**src/rtl/conv_clk_pkg.sv**
```systemverilog
package conv_clk_pkg;
  localparam int CHAINS   = 2;
  localparam int PLAY_IDX = 0;
  localparam int REC_IDX  = 1;

  // Control-to-datapath strobes for one chain.
  typedef struct packed {
    logic tick;   // count one master cycle
    logic clear;  // hold all counters at zero
  } strobe_t;
endpackage

```
**src/rtl/conv_clk_stage.sv**
```systemverilog
module conv_clk_stage #(
  parameter int W = 8
) (
  input  logic         clk,
  input  logic         rstN,
  input  logic         clear,
  input  logic         inEn,
  input  logic [W-1:0] ratio,
  output logic         outEn
);
  logic [W-1:0] cnt;
  logic         atLast;

  assign atLast = (cnt == ratio - W'(1));
  assign outEn  = inEn && atLast;

  always_ff @(posedge clk or negedge rstN) begin
    if (!rstN) begin
      cnt <= '0;
    end else if (clear) begin
      cnt <= '0;
    end else if (inEn) begin
      cnt <= atLast ? '0 : cnt + W'(1);
    end
  end
endmodule

```
**src/rtl/conv_clk_ctrl.sv**
```systemverilog
module conv_clk_ctrl
  import conv_clk_pkg::*;
#(
  parameter int NW = 8,
  parameter int MW = 8,
  parameter int OW = 10
) (
  input  logic                           clk,
  input  logic                           rstN,
  input  logic [CHAINS-1:0]              cfgWe,
  input  logic [CHAINS-1:0][NW-1:0]      cfgN,
  input  logic [CHAINS-1:0][MW-1:0]      cfgM,
  input  logic [CHAINS-1:0][OW-1:0]      cfgOsr,
  input  logic [CHAINS-1:0]              chainEn,
  output logic [CHAINS-1:0][NW-1:0]      nQ,
  output logic [CHAINS-1:0][MW-1:0]      mQ,
  output logic [CHAINS-1:0][OW-1:0]      oQ,
  output logic [CHAINS-1:0]              chainRun,
  output strobe_t [CHAINS-1:0]           strb
);
  for (genvar g = 0; g < CHAINS; g++) begin : gChain
    logic [NW-1:0] nReg, nNext;
    logic [MW-1:0] mReg, mNext;
    logic [OW-1:0] oReg, oNext;
    logic          runReg;
    logic          accept;
    logic          legal;

    // Writes land only while the chain is stopped.
    assign accept = cfgWe[g] && !runReg;
    assign nNext  = accept ? cfgN[g]   : nReg;
    assign mNext  = accept ? cfgM[g]   : mReg;
    assign oNext  = accept ? cfgOsr[g] : oReg;
    // Legality is judged on the values that will be held next cycle.
    assign legal  = (nNext != '0) && (mNext != '0) && (oNext != '0);

    always_ff @(posedge clk or negedge rstN) begin
      if (!rstN) begin
        nReg   <= '0;
        mReg   <= '0;
        oReg   <= '0;
        runReg <= 1'b0;
      end else begin
        nReg   <= nNext;
        mReg   <= mNext;
        oReg   <= oNext;
        runReg <= chainEn[g] && legal;
      end
    end

    assign nQ[g]         = nReg;
    assign mQ[g]         = mReg;
    assign oQ[g]         = oReg;
    assign chainRun[g]   = runReg;
    assign strb[g].tick  = runReg;
    assign strb[g].clear = !runReg;
  end
endmodule

```
**src/rtl/conv_clk_dpath.sv**
```systemverilog
module conv_clk_dpath
  import conv_clk_pkg::*;
#(
  parameter int NW = 8,
  parameter int MW = 8,
  parameter int OW = 10
) (
  input  logic                      clk,
  input  logic                      rstN,
  input  strobe_t [CHAINS-1:0]      strb,
  input  logic [CHAINS-1:0][NW-1:0] nQ,
  input  logic [CHAINS-1:0][MW-1:0] mQ,
  input  logic [CHAINS-1:0][OW-1:0] oQ,
  output logic [CHAINS-1:0]         convEn,
  output logic [CHAINS-1:0]         modEn,
  output logic [CHAINS-1:0]         fsStrobe
);
  for (genvar g = 0; g < CHAINS; g++) begin : gChain
    logic convPulse, modPulse, fsPulse;

    conv_clk_stage #(.W(NW)) stageConv_i (
      .clk(clk), .rstN(rstN), .clear(strb[g].clear),
      .inEn(strb[g].tick), .ratio(nQ[g]), .outEn(convPulse));

    conv_clk_stage #(.W(MW)) stageMod_i (
      .clk(clk), .rstN(rstN), .clear(strb[g].clear),
      .inEn(convPulse), .ratio(mQ[g]), .outEn(modPulse));

    conv_clk_stage #(.W(OW)) stageOsr_i (
      .clk(clk), .rstN(rstN), .clear(strb[g].clear),
      .inEn(modPulse), .ratio(oQ[g]), .outEn(fsPulse));

    assign convEn[g]   = convPulse;
    assign modEn[g]    = modPulse;
    assign fsStrobe[g] = fsPulse;
  end
endmodule

```
**src/rtl/conv_clk_tree.sv**
```systemverilog
module conv_clk_tree
  import conv_clk_pkg::*;
#(
  parameter int NW = 8,
  parameter int MW = 8,
  parameter int OW = 10
) (
  input  logic                      clk,
  input  logic                      rstN,
  input  logic [1:0]                cfgWe,
  input  logic [1:0][NW-1:0]        cfgN,
  input  logic [1:0][MW-1:0]        cfgM,
  input  logic [1:0][OW-1:0]        cfgOsr,
  input  logic [1:0]                chainEn,
  output logic [1:0]                convEn,
  output logic [1:0]                modEn,
  output logic [1:0]                fsStrobe
);
  logic [CHAINS-1:0][NW-1:0] nQ;
  logic [CHAINS-1:0][MW-1:0] mQ;
  logic [CHAINS-1:0][OW-1:0] oQ;
  logic [CHAINS-1:0]         chainRun;
  strobe_t [CHAINS-1:0]      strb;

  conv_clk_ctrl #(.NW(NW), .MW(MW), .OW(OW)) ctrl_i (
    .clk(clk), .rstN(rstN), .cfgWe(cfgWe), .cfgN(cfgN), .cfgM(cfgM),
    .cfgOsr(cfgOsr), .chainEn(chainEn), .nQ(nQ), .mQ(mQ), .oQ(oQ),
    .chainRun(chainRun), .strb(strb));

  conv_clk_dpath #(.NW(NW), .MW(MW), .OW(OW)) dpath_i (
    .clk(clk), .rstN(rstN), .strb(strb), .nQ(nQ), .mQ(mQ), .oQ(oQ),
    .convEn(convEn), .modEn(modEn), .fsStrobe(fsStrobe));
endmodule

```
**config.mk**
```make
export PLATFORM = sky130hd
export DESIGN_NAME = conv_clk_tree
export DESIGN_NICKNAME = d
export VERILOG_FILES = /design/src/rtl/conv_clk_pkg.sv /design/src/rtl/conv_clk_stage.sv /design/src/rtl/conv_clk_ctrl.sv /design/src/rtl/conv_clk_dpath.sv /design/src/rtl/conv_clk_tree.sv
export SDC_FILE = /design/constraint.sdc
export NUM_CORES = 1
export LEC_CHECK = 0
export BUFFER_PORTS_ARGS = -buffer_cell sky130_fd_sc_hd__buf_2
export CORE_AREA = 2 2 95 188
export DETAILED_ROUTE_END_ITERATION = 8
export DIE_AREA = 0 0 97 190
export PLACE_DENSITY = 0.57
export SETUP_SLACK_MARGIN = 0.5
export SLEW_MARGIN = 30
export SYNTH_ARGS = -nofsm -noshare
export SYNTH_HDL_FRONTEND = slang
export SYNTH_SLANG_ARGS = --single-unit
```
**constraint.sdc**
```tcl
create_clock -name clk -period 3.7 [get_ports clk]
set_clock_uncertainty 0.05 [all_clocks]
set_input_delay 0.74 -clock clk [delete_from_list [all_inputs] [get_ports clk]]
set_output_delay 0.74 -clock clk [all_outputs]
set_load 0.005 [all_outputs]
```
# --- Word-level counts from Yosys, hierarchy flattened ---
# Index checks and enable logic that the tools add are counted.
word_totals:
  regBits: 106
  latchBits: 0
  mem_bits_rw: 0
  rom_bits: 0
  input_bits: 58
  elab_cells: 80
  mem_count: 0
classes:
  n_addsub: 12
  multipliers: 0
  n_div: 0
  n_lt_le_gt_ge: 0
  n_eq_ne: 10
  shift: 0
  n_mux: 22
  n_bitwise: 0
  reduce_logical: 22
op_table:
  columns: ["operator", "n"]
  rows:
  - ["8-bit two-way mux", 14]
  - ["10-bit two-way mux", 8]
  - ["8-bit by 1-bit adder with 8-bit output, second input constant", 4]
  - ["8-bit == test", 4]
  - ["8-bit nonzero test", 4]
  - ["8-bit by 1-bit subtractor with 8-bit output, second input constant", 4]
  - ["10-bit by 1-bit adder with 10-bit output, second input constant", 2]
  - ["10-bit == test", 2]
  - ["10-bit nonzero test", 2]
  - ["10-bit by 1-bit subtractor with 10-bit output, second input constant", 2]
  - ["1-bit logical AND", 14]
  - ["2-bit by 1-bit inequality test with 1-bit output, second input constant", 4]
  - ["1-bit zero test", 2]

# --- Logic depth before layout (Yosys ltp) ---
# Gate-level depths: netlist (run 1).
depth:
  depth_word: 7
  ltp_mapped: 11
  ltp_nobuf: 9

# --- Modules after synthesis ---
# Synthesis (run 1) repeated with hierarchy kept, for this count alone.
hier_totals:
  cells_unflattened: 828
  hier_area_um2: 7444.6
by_module_without_submodules:
  columns: ["module", "n_inst", "cells_each", "area_each_um2"]
  rows:
  - ["conv_clk_stage (dpath_i.gChain[0].stageConv_i ...)", 4, 81, 788.3]
  - ["conv_clk_ctrl", 1, 272, 2344.7]
  - ["conv_clk_stage (dpath_i.gChain[1].stageOsr_i)", 1, 123, 989.7]
  - ["conv_clk_stage (dpath_i.gChain[0].stageOsr_i)", 1, 103, 912.1]
  - ["conv_clk_dpath", 1, 6, 45.0]

# --- Least setup slack after synthesis (run 1) ---
# No wires, ideal clock.
synth_timing:
  path_kind: "register -> output"
  start: "register ctrl_i.gChain[0].oReg[0]"
  end: "output fsStrobe[0]"
  t_arrival_ps: 2540
  required_time_ps: 2910
  path_slack_ps: 370
  path_stages_with_launch: 11
  n_path_buf: 2
  cell_sequence: "dfrtp_1 > inv_1 > ha_1 > or4b_4 > a2111oi_4 > o32a_2 > o21ai_2 > a2111oi_4 > buf_6 > nor2b_1 > buf_4"
synth_via:
  elab_chain_cells: 3
synth_lines:
  columns: ["item", "line", "source"]
  rows:
  - ["from (decl)", "conv_clk_ctrl.sv:24", "logic [OW-1:0] oReg, oNext;"]
  - ["from (signal assigned)", "conv_clk_ctrl.sv:46", "oReg <= oNext;"]
  - ["10-bit by 1-bit subtractor with 10-bit output", "conv_clk_stage.sv:14", "assign atLast = (cnt == ratio - W'(1));"]
  - ["10-bit == test", "conv_clk_stage.sv:14", null]
  - ["1-bit logical AND", "conv_clk_stage.sv:15", "assign outEn = inEn && atLast;"]
  - ["to (decl)", "conv_clk_tree.sv:17", "output logic [1:0] fsStrobe"]
# Every way passes these cells.

# --- Worst setup path after layout (run 1) ---
layout_timing:
  start: "register ctrl_i.gChain[0].oReg[1]"
  end: "output fsStrobe[0]"
# Same word-level chain as after synthesis.

==> metrics.md, run 1 <==
| Metric | Value |
|---|---|
| Status | completed |
| Clock Root Buffer | clkbuf_16 |
| Crit path cell chain | inv_2 > ha_4 > or4b_4 > o41ai_4 > xor2_1 > a32oi_2 > a2111oi_4 > nor2b_1 > buf_2 |
| Most common flop cell mapped by yosys | dfrtp_1 |
| CP max-delay cell | or4b_4 |
| Static Leak | 0.00339 uW |
| Synth Area per Inst | 9.49 um^2 |
| Peak Freq | 294 MHz |
| Rows | 68 |
| Net Switching | 939 uW |
| Finished Core Util | 45.5% |
| Die Wd | 97 um |
| Hpwl dp | 11.0 mm |
| Share of cells above drive strength 1 | 24.6% |
| Final Hold Viols | 0 |
| Min-delay worst type | in2async |
| Switching portion of total power | 30.6% |
| CTS max path bufs | 2 |
| Synthesized flop and latch total | 106 |
| DRT Pass-1 Iters | 4 |
| Share of power burned in registers | 46.5% |
| Post-synthesis sequential area ratio | 39.6% |
| DRC viols | 0 |
| Simple-Gate Fraction of Synth Area | 23.2% |
| Final setup fails | 0 |
| Synth warnings | 0 |
| Initial antenna violation count | 0 |
| Grt peak-use layer | met2 |
| Die footprint | 0.0184 mm^2 |
| Vias in the first global route | 5153 |
| Reg2reg start | ctrl_i.gChain[0].oReg[1]$_DFF_PN0_ |
| Max Slew Vio Count | 0 |
| Most frequent cells in the layout | dfrtp_1, buf_2, nand2_1 |
| Largest family of logic cells by synthesized area | simple AND/OR/NAND/NOR gates |
| Num CTS Buffers | 9 |
| Synthesized cell area | 0.00669 mm^2 |
| Asr flop ratio synth | 100% |
| CP Launch Type | flop |
| Number of port buffers | 63 |
| Met2 GRT Util | 27.1% |
| Post-synth EDFFs | 0 |
| Delay-heaviest family, CP | simple AND/OR/NAND/NOR gates |
| Mux cell area share after synthesis | 6.38% |
| Worst slew pin tran | 0.797 ns |
| CTS Hold Bufs | 0 |
| Worst-Skew Late Latency | 0.35 ns |
| Synth Area in Compound Gates | 15.1% |
| Drt total wl | 15.1 mm |
| CP Max Fanout | 3 |
| CTS clk-pin slew, worst paths | 0.07 ns |
| Max Cap Violations | 0 |
| Syn nets | 775 |
| Slew headroom | 46.9% |
| Cell Pwr Density | 394 mW/mm^2 |
| GRT Overall Usage | 16.6% |
| Clock share of power | 30.5% |
| WP data required | 2.91 ns |
| Crit path buf inv count | 2 |
| Global-route wire length before repair | 25.4 mm |
| Combinational cell fraction of total power | 23.1% |
| H-tree Lvls | 3 |
| Fin crit period | 3.40 ns |
| Initial Util | 39.1% |
| Worst Setup SP | ctrl_i.gChain[0].oReg[1]$_DFF_PN0_ |
| Internal power | 2130 uW |
| Antenna diodes | 0 |
| Total number of vias | 5423 |
| Vias per cell | 5.47 |
| Routability cong. | 0.810 |
| Final net count | 846 |
| Grt ovf | 0 |
| RSZ-0062 raised after global routing | yes |
| Met3 usage | 2.31% |
| Final Cycle Share | 91.9% |
| Total power draw | 3060 uW |
| Routed Antenna Nets | 0 |
| CTS tree | yes |
| CP Class | reg2out |
| Most common cell after layout, fill and taps aside | dfrtp_1 |
| Initial DRC count | 224 |
| Worst Setup End Kind | primary output |
| Worst EP arrival | 2.61 ns |
| # clock sinks | 106 |
| TNS Setup | 0 ns |
| Post-Syn Instances | 705 |
| Num ports | 64 |
| Core region area | 0.0171 mm^2 |
| Worst VDD drop | 0.213 mV |
| Max incr delay on CP | 0.50 ns |
| Post-Synth Adder-Cell Area | 2.39% |
| Wirelength per Cell | 15.2 um |
| Post-synthesis xor/xnor area fraction | 9.03% |
| Largest net degree at the start of global routing | 61 |
| Synth cell types | 74 |
| Layout area overhead | 16.4% |
| Met1 Track Usage GR | 22.8% |
| Die Ht | 190 um |
## cell families (layout without fill, tap and decap cells)
family	Yosys count	count (layout)
buf+inv	63	139
flops	106	106
simple gates	276	276
compound gates	140	140
fa+ha+maj	13	13
xor+xnor	69	69
mux	38	38
## final cells by class
class / instances / area (um^2)
Clock buffer: 15 / 278
Clock inverter: 1 / 7.51
Fill cell: 1676 / 9320
Inverter: 30 / 113
Multi-Input combinational cell: 536 / 3910
Sequential cell: 106 / 2660
Tap cell: 210 / 263
Timing Repair Buffer: 93 / 556
## worst paths after layout
kind / slack, ns / depth (start not counted) / end
min: 0.42 / 1 / ctrl_i.gChain[1].oReg[7]$_DFF_PN0_
min reg2reg: 0.50 / 1 / dpath_i.gChain[1].stageOsr_i.cnt[4]$_DFFE_PN0P_
max: 0.30 / 9 / fsStrobe[0]
min in group clk: 0.50 / 1 / dpath_i.gChain[1].stageOsr_i.cnt[4]$_DFFE_PN0P_
max in group asynchronous: 2.42 / 2 / ctrl_i.gChain[0].mReg[0]$_DFF_PN0_
max reg2reg: 0.80 / 11 / dpath_i.gChain[0].stageOsr_i.cnt[3]$_DFFE_PN0P_
## layer usage
layer,vias up,wire [um]
li1,2713,-
met3,10,402
met1,2627,7190
met4,0,204
met2,73,7270
met5,-,0
## cells in the mapped netlist, types with 10 or more instances
cell,n,share of area (%)
and3_1,21,2.0
nand2b_1,10,0.94
o21ai_0,45,3.4
clkbuf_1,20,1.1
nor4_1,25,2.3
ha_1,12,2.2
xor2_1,38,5.0
a31oi_1,14,1.3
inv_1,30,1.7
mux2_2,37,6.2
nor2_1,35,2.0
xnor2_1,31,4.1
a21oi_1,16,1.2
nand3_1,34,2.5
nor2b_1,11,1.0
nor3_1,26,1.9
nand2_1,51,2.9
dfrtp_1,106,40
## power by group through the flow
| stage | registers [uW] | logic, uW | clock network [uW] |
|---|---|---|---|
| after floorplan | 1380 | 491 | 0 |
| after global placement | 1430 | 620 | 0 |
| after detailed placement | 1440 | 635 | 0 |
| after CTS | 1420 | 671 | 971 |
| after global routing | 1440 | 792 | 1010 |
| final | 1420 | 707 | 934 |
## registers in the layout, summed over array words and instances (netlist names)
register / flops
ctrl_i.gChain.mReg: 16
ctrl_i.gChain.nReg: 16
ctrl_i.gChain.oReg: 20
ctrl_i.gChain.runReg: 2
dpath_i.gChain.stageConv_i.cnt: 16
dpath_i.gChain.stageMod_i.cnt: 16
dpath_i.gChain.stageOsr_i.cnt: 20
## stage by stage
step           cells  hold WS, ns  cell area [um^2]  worst slack (ns)
6_report         991        0.422              7790             0.299
5_1_grt          991        0.498              7790             0.125
4_1_cts          978        0.453              7620             0.268
3_5_place_dp     954        0.489              7200             0.530
3_3_place_gp     954        0.491              7200             0.580
2_1_floorplan    705        0.394              6700             0.537
## what timing repair did
item	CTS	global route
resized for setup	14	17
pin swaps	5	8
setup buffers	8	13
gates cloned	0	0
setup endpoints to repair	5	11
Note: power is estimated with default switching activity, not from simulation.
==> run 2, diff against run 1 <==
--- a/config.mk
+++ b/config.mk
@@ -9,7 +9,6 @@
 export CORE_AREA = 2 2 95 188
 export DETAILED_ROUTE_END_ITERATION = 8
 export DIE_AREA = 0 0 97 190
-export PLACE_DENSITY = 0.57
 export SETUP_SLACK_MARGIN = 0.5
 export SLEW_MARGIN = 30
 export SYNTH_ARGS = -nofsm -noshare
==> constraint.sdc (replaced) <==
create_clock -name clk -period 4.25 [get_ports clk]
set_clock_uncertainty 0.05 [all_clocks]
set_input_delay 0.85 -clock clk [delete_from_list [all_inputs] [get_ports clk]]
set_output_delay 0.85 -clock clk [all_outputs]
set_load 0.005 [all_outputs]
==> run 2 against run 1 <==
Clock power rose by 5.9%; critical path depth increased by 1; largest cell class unchanged; critical path type unchanged; sequential power fell by 13%; register-to-register slack better by 0.35 ns; sequential share of layout area grew 0.67 points; non-clock buffer count shrank 17; power shrank 9.4%; combinational power decreased by 21%; final area decreased by 2.3%.
==> metrics.md, run 2 (same netlist as run 1, synthesis figures left out) <==
| Metric | Value |
|---|---|
| Status | completed |
| Switching portion of total power | 28.9% |
| Die footprint | 0.0184 mm^2 |
| Initial DRC count | 257 |
| Placed instance count | 952 |
| Drt total wl | 14.8 mm |
| Post-DP Area | 0.00717 mm^2 |
| CP max-delay cell | or4b_4 |
| Antenna diodes | 0 |
| Num CTS Buffers | 9 |
| CP Max Fanout | 4 |
| Final Hold Viols | 0 |
| Final net count | 829 |
| Internal power | 1970 uW |
| Worst Setup SP | ctrl_i.gChain[0].oReg[1]$_DFF_PN0_ |
| Fin crit period | 3.60 ns |
| Worst EP arrival | 2.70 ns |
| Total number of vias | 5394 |
| Final setup fails | 0 |
| Routed Antenna Nets | 0 |
| CTS max path bufs | 2 |
| Max Slew Vio Count | 0 |
| Rows | 68 |
| Static Leak | 0.00333 uW |
| CTS tree | yes |
| Wirelength per Cell | 15.2 um |
| Most frequent cells in the layout | dfrtp_1, buf_2, nand2_1 |
| Finished Core Util | 44.5% |
| Worst Setup End Kind | primary output |
| # clock sinks | 106 |
| TNS Setup | 0 ns |
| Max Cap Violations | 0 |
| Clock share of power | 35.6% |
| Grt ovf | 0 |
| Layout area overhead | 13.7% |
| Largest regs | ctrl_i.gChain.oReg: 20 flops, dpath_i.gChain.stageOsr_i.cnt: 20 flops |
| Net Switching | 803 uW |
| Final Cycle Share | 84.8% |
| Worst VDD drop | 0.166 mV |
| GRT Overall Usage | 16.2% |
| Routability cong. | 0.830 |
| CP Class | reg2out |
| Reg2reg path depth | 7 |
| Peak Freq | 278 MHz |
| Share of power burned in registers | 44.3% |
| Number of port buffers | 63 |
| Core region area | 0.0171 mm^2 |
| RSZ-0062 raised after global routing | yes |
| Die Ht | 190 um |
| Slew headroom | 50.8% |
| R2r setup slk | 1.15 ns |
| Final Non-Filler Cells | 974 |
| Finished Cell Area | 0.00761 mm^2 |
| Delay-heaviest family, CP | compound AO/OA/AOI/OAI gates |
| Worst hold slack | 0.435 ns |
| Reg2reg start | ctrl_i.gChain[1].nReg[0]$_DFF_PN0_ |
| Num ports | 64 |
| Initial antenna violation count | 0 |
| DRT Pass-1 Iters | 4 |
| Share of cells above drive strength 1 | 20.7% |
| Worst slew pin tran | 0.738 ns |
| Max incr delay on CP | 0.50 ns |
| Vias in the first global route | 5271 |
| Hpwl dp | 10.7 mm |
| Min-delay worst type | in2async |
| Top cell by count, worst path | a2111oi_4 |
| Initial Util | 39.1% |
| Vias per cell | 5.54 |
| Crit path cell chain | inv_2 > ha_4 > or4b_4 > a2111oi_4 > o32a_2 > o21ai_2 > a2111oi_4 > buf_6 > nor2b_4 > buf_2 |
| Cell Pwr Density | 365 mW/mm^2 |
| Global-route wire length before repair | 24.9 mm |
| WP data required | 3.35 ns |
| Most common cell after layout, fill and taps aside | dfrtp_1 |
| CTS clk-pin slew, worst paths | 0.07 ns |
| Combinational cell fraction of total power | 20.1% |
| Worst-Skew Late Latency | 0.35 ns |
| DRC viols | 0 |
| R2r endpoint | dpath_i.gChain[1].stageOsr_i.cnt[4]$_DFFE_PN0P_ |
| H-tree Lvls | 3 |
| Largest net degree at the start of global routing | 67 |
| Clock Root Buffer | clkbuf_16 |
| CTS Hold Bufs | 0 |
| CP Launch Type | flop |
| Crit path buf inv count | 3 |
| Die Wd | 97 um |
## run 2: cell types whose count changed in the layout (fill, tap and decap cells not counted), sizes merged
cell      before  now
clkinv         0    2
bufinv         0    3
clkbuf        15   11
clkinvlp       1    0
buf           93   76
## run 2: how the worst max path moves through the flow
stage,to,slack (ns),depth (start not counted)
6_report,fsStrobe[0],0.65,10
2_1_floorplan,fsStrobe[0],0.81,10
3_5_place_dp,fsStrobe[0],0.69,10
4_1_cts,fsStrobe[0],0.50,10
3_3_place_gp,fsStrobe[0],0.71,10
5_1_grt,fsStrobe[0],0.46,7
## run 2: power by group through the flow
| stage | logic, uW | clock network, uW | registers [uW] |
|---|---|---|---|
| after floorplan | 424 | 0 | 1200 |
| after global placement | 527 | 0 | 1250 |
| after detailed placement | 541 | 0 | 1250 |
| after CTS | 547 | 1020 | 1230 |
| after global routing | 624 | 1050 | 1250 |
| final | 557 | 989 | 1230 |
## run 2: layout make-up
type / instances / area, um^2
timing repair buffer: 76 / 432
clock inverter: 5 / 100
sequential: 106 / 2650
fill: 1630 / 9490
tap: 210 / 263
multi-input combinational: 536 / 3800
inverter: 30 / 113
clock buffer: 11 / 253
## run 2: worst reg2reg max path, delay by kind of cell, from the launching register on
kind,cells,cell delay (ns)
flops,1,0.42
buf+inv,1,0.08
simple gates,2,0.87
fa+ha+maj,1,0.25
compound gates,3,1.35
## run 2: metal layers
layer	up-vias	wire length, um	global-route usage, %	share of wire [%]
met4	0	260	6.50	1.8
li1	2669	-	-	-
met1	2631	7060	21.5	48
met3	16	395	2.31	2.7
met2	78	7110	26.6	48
met5	-	0	0	0
## run 2: what timing repair did
| item | in CTS | in global routing |
|---|---|---|
| gates resized for setup | 4 | 4 |
| setup buffers | 1 | 5 |
| endpoints found under the setup margin | 1 | 2 |
| pin swaps | 1 | 4 |
## run 2: through the flow
step | setup slack [ns] | power [uW]
after global routing | 0.458 | 2920
after floorplan | 0.810 | 1630
after detailed placement | 0.686 | 1790
final | 0.647 | 2780
after CTS | 0.504 | 2800
after global placement | 0.706 | 1770
==> run 3, diff against run 2 <==
==> constraint.sdc (replaced) <==
create_clock -name clk -period 3.5 [get_ports clk]
set_clock_uncertainty 0.05 [all_clocks]
set_input_delay 0.7 -clock clk [delete_from_list [all_inputs] [get_ports clk]]
set_output_delay 0.7 -clock clk [all_outputs]
set_load 0.005 [all_outputs]
==> run 3 against run 2 <==
Die area did not move; power rose by 17%; worst hold slack got worse by 0.16 ns; sequential power rose by 22%; critical path type unchanged; largest power group unchanged.
==> metrics.md, run 3 (same netlist as run 1, synthesis figures left out) <==
| Metric | Value |
|---|---|
| Share of cells above drive strength 1 | 28.7% |
| DRC viols | 0 |
| Core region area | 0.0171 mm^2 |
| Most frequent cells in the layout | dfrtp_1, buf_2, nand2_1 |
| CTS max path bufs | 2 |
| Finished Core Util | 47.0% |
| Delay-heaviest family, CP | simple AND/OR/NAND/NOR gates |
| Vias in the first global route | 5310 |
| Initial DRC count | 169 |
| Max Cap Violations | 0 |
| Grt ovf | 0 |
| Worst-Skew Late Latency | 0.35 ns |
| Clock Root Buffer | clkbuf_16 |
| # clock sinks | 106 |
| Final Non-Filler Cells | 1007 |
| Final setup fails | 0 |
| Met3 usage | 2.09% |
| Hpwl dp | 11.0 mm |
| Worst EP arrival | 2.65 ns |
| Final Hold Viols | 0 |
| Static Leak | 0.00349 uW |
| CP max-delay cell | or4b_4 |
| Num CTS Buffers | 9 |
| DRT Pass-1 Iters | 4 |
| Largest net degree at the start of global routing | 69 |
| Die Wd | 97 um |
| RSZ-0062 raised after global routing | yes |
| Worst VDD drop | 0.196 mV |
| Max Slew Vio Count | 0 |
| Met1 Track Usage GR | 23.0% |
| Cell Pwr Density | 405 mW/mm^2 |
| Routability cong. | 0.848 |
| Reg2reg path depth | 9 |
| Final net count | 863 |
| TNS Setup | 0 ns |
| Slack of the critical path | 0.0979 ns |
| Crit path buf inv count | 2 |
| Layout area overhead | 20.1% |
| Worst slew pin tran | 0.593 ns |
| CP Launch Type | flop |
| Final Cycle Share | 97.2% |
| Rows | 68 |
| Total number of vias | 5498 |
| Initial Util | 39.1% |
| Fin crit period | 3.40 ns |
| Status | completed |
| CP Max Fanout | 3 |
| Worst Setup End Kind | primary output |
| Met2 GRT Util | 27.5% |
| CTS clk-pin slew, worst paths | 0.07 ns |
| CP Class | reg2out |
| Number of port buffers | 63 |
| WP data required | 2.75 ns |
| Die footprint | 0.0184 mm^2 |
| Post-Place Worst Slack | 0.340 ns |
| Global-route wire length before repair | 25.8 mm |
| Drt total wl | 15.5 mm |
| Antenna diodes | 0 |
| Most common cell after layout, fill and taps aside | dfrtp_1 |
| Stages on the worst setup path | 9 |
| Vias per cell | 5.46 |
| H-tree Lvls | 3 |
| Peak Freq | 294 MHz |
| Crit path cell chain | inv_2 > ha_4 > or4b_4 > o41ai_4 > xor2_1 > a32oi_2 > a2111oi_4 > nor2b_4 > buf_2 |
| Min-delay worst type | in2async |
| Placed instance count | 956 |
| Slew headroom | 60.1% |
| Num ports | 64 |
| Initial antenna violation count | 0 |
| GRT Overall Usage | 16.9% |
| Largest regs | ctrl_i.gChain.oReg: 20 flops, dpath_i.gChain.stageOsr_i.cnt: 20 flops |
| Routed Antenna Nets | 0 |
| Grt peak-use layer | met2 |
| Max incr delay on CP | 0.50 ns |
| CTS tree | yes |
| Wirelength per Cell | 15.4 um |
| Die Ht | 190 um |
[run 3: cell count changes in the layout (fill, tap and decap cells not counted), moves of 6 or more]
cell     previous run  this run
nor4_1             24        18
dfrtp_2             0         7
dfrtp_1           106        99
buf_4              12        45
[run 3: final timing paths]
path                                                                 startpoint  slack, ns                                         endpoint
worst min-delay path                                                       rstN       0.28               ctrl_i.gChain[1].oReg[7]$_DFF_PN0_
min in group clk                dpath_i.gChain[1].stageOsr_i.cnt[4]$_DFFE_PN0P_       0.50  dpath_i.gChain[1].stageOsr_i.cnt[4]$_DFFE_PN0P_
max in group asynchronous                                                  rstN       2.34  dpath_i.gChain[0].stageOsr_i.cnt[6]$_DFFE_PN0P_
worst max register to register               ctrl_i.gChain[1].nReg[3]$_DFF_PN0_       0.66  dpath_i.gChain[1].stageOsr_i.cnt[6]$_DFFE_PN0P_
worst min register to register  dpath_i.gChain[1].stageOsr_i.cnt[4]$_DFFE_PN0P_       0.50  dpath_i.gChain[1].stageOsr_i.cnt[4]$_DFFE_PN0P_
worst max-delay path                         ctrl_i.gChain[0].oReg[1]$_DFF_PN0_        0.1                                      fsStrobe[0]
[run 3: worst reg2reg max path: cells and delay by family, from the launching register on]
kind | cells | cell delay (ns)
DFF | 1 | 0.45
buffers and inverters | 2 | 0.35
AOI/OAI and AO/OA | 3 | 0.62
and+or+nand+nor | 4 | 1.29
[run 3: stage by stage]
stage,hold WS [ns],total power (uW),area (um^2)
6_report,0.279,3250,8030
4_1_cts,0.288,3220,7780
3_5_place_dp,0.496,2190,7220
3_3_place_gp,0.480,2170,7220
5_1_grt,0.318,3440,8030
2_1_floorplan,0.354,1980,6700
[run 3: report_power, final]
group	total (uW)	leakage [uW]	internal [uW]	switching [uW]
combinational	830	0.00201	416	414
clock	923	0.000122	478	446
sequential	1500	0.00136	1330	164
[run 3: repair_timing]
action	in CTS	in global routing
hold buffers	0	0
setup endpoints to repair	5	11
gates resized for setup	26	36
buffers inserted	27	9
pin swaps	12	15
[run 3: per-layer routing]
| metal | vias up | wire, um | share of wire [%] |
|---|---|---|---|
| met5 | - | 0 | 0 |
| met4 | 0 | 272 | 1.8 |
| met3 | 21 | 483 | 3.1 |
| met2 | 84 | 7520 | 48 |
| met1 | 2653 | 7230 | 47 |
| li1 | 2740 | - | - |
[run 3: final cells by class]
cell class / count / area (um^2)
inverters: 30 / 113
multi-input cells: 536 / 4030
flip-flops and latches: 106 / 2660
fillers: 1612 / 9070
clock inverters: 3 / 17.5
repair buffers: 110 / 709
well taps: 210 / 263
clock buffers: 12 / 236
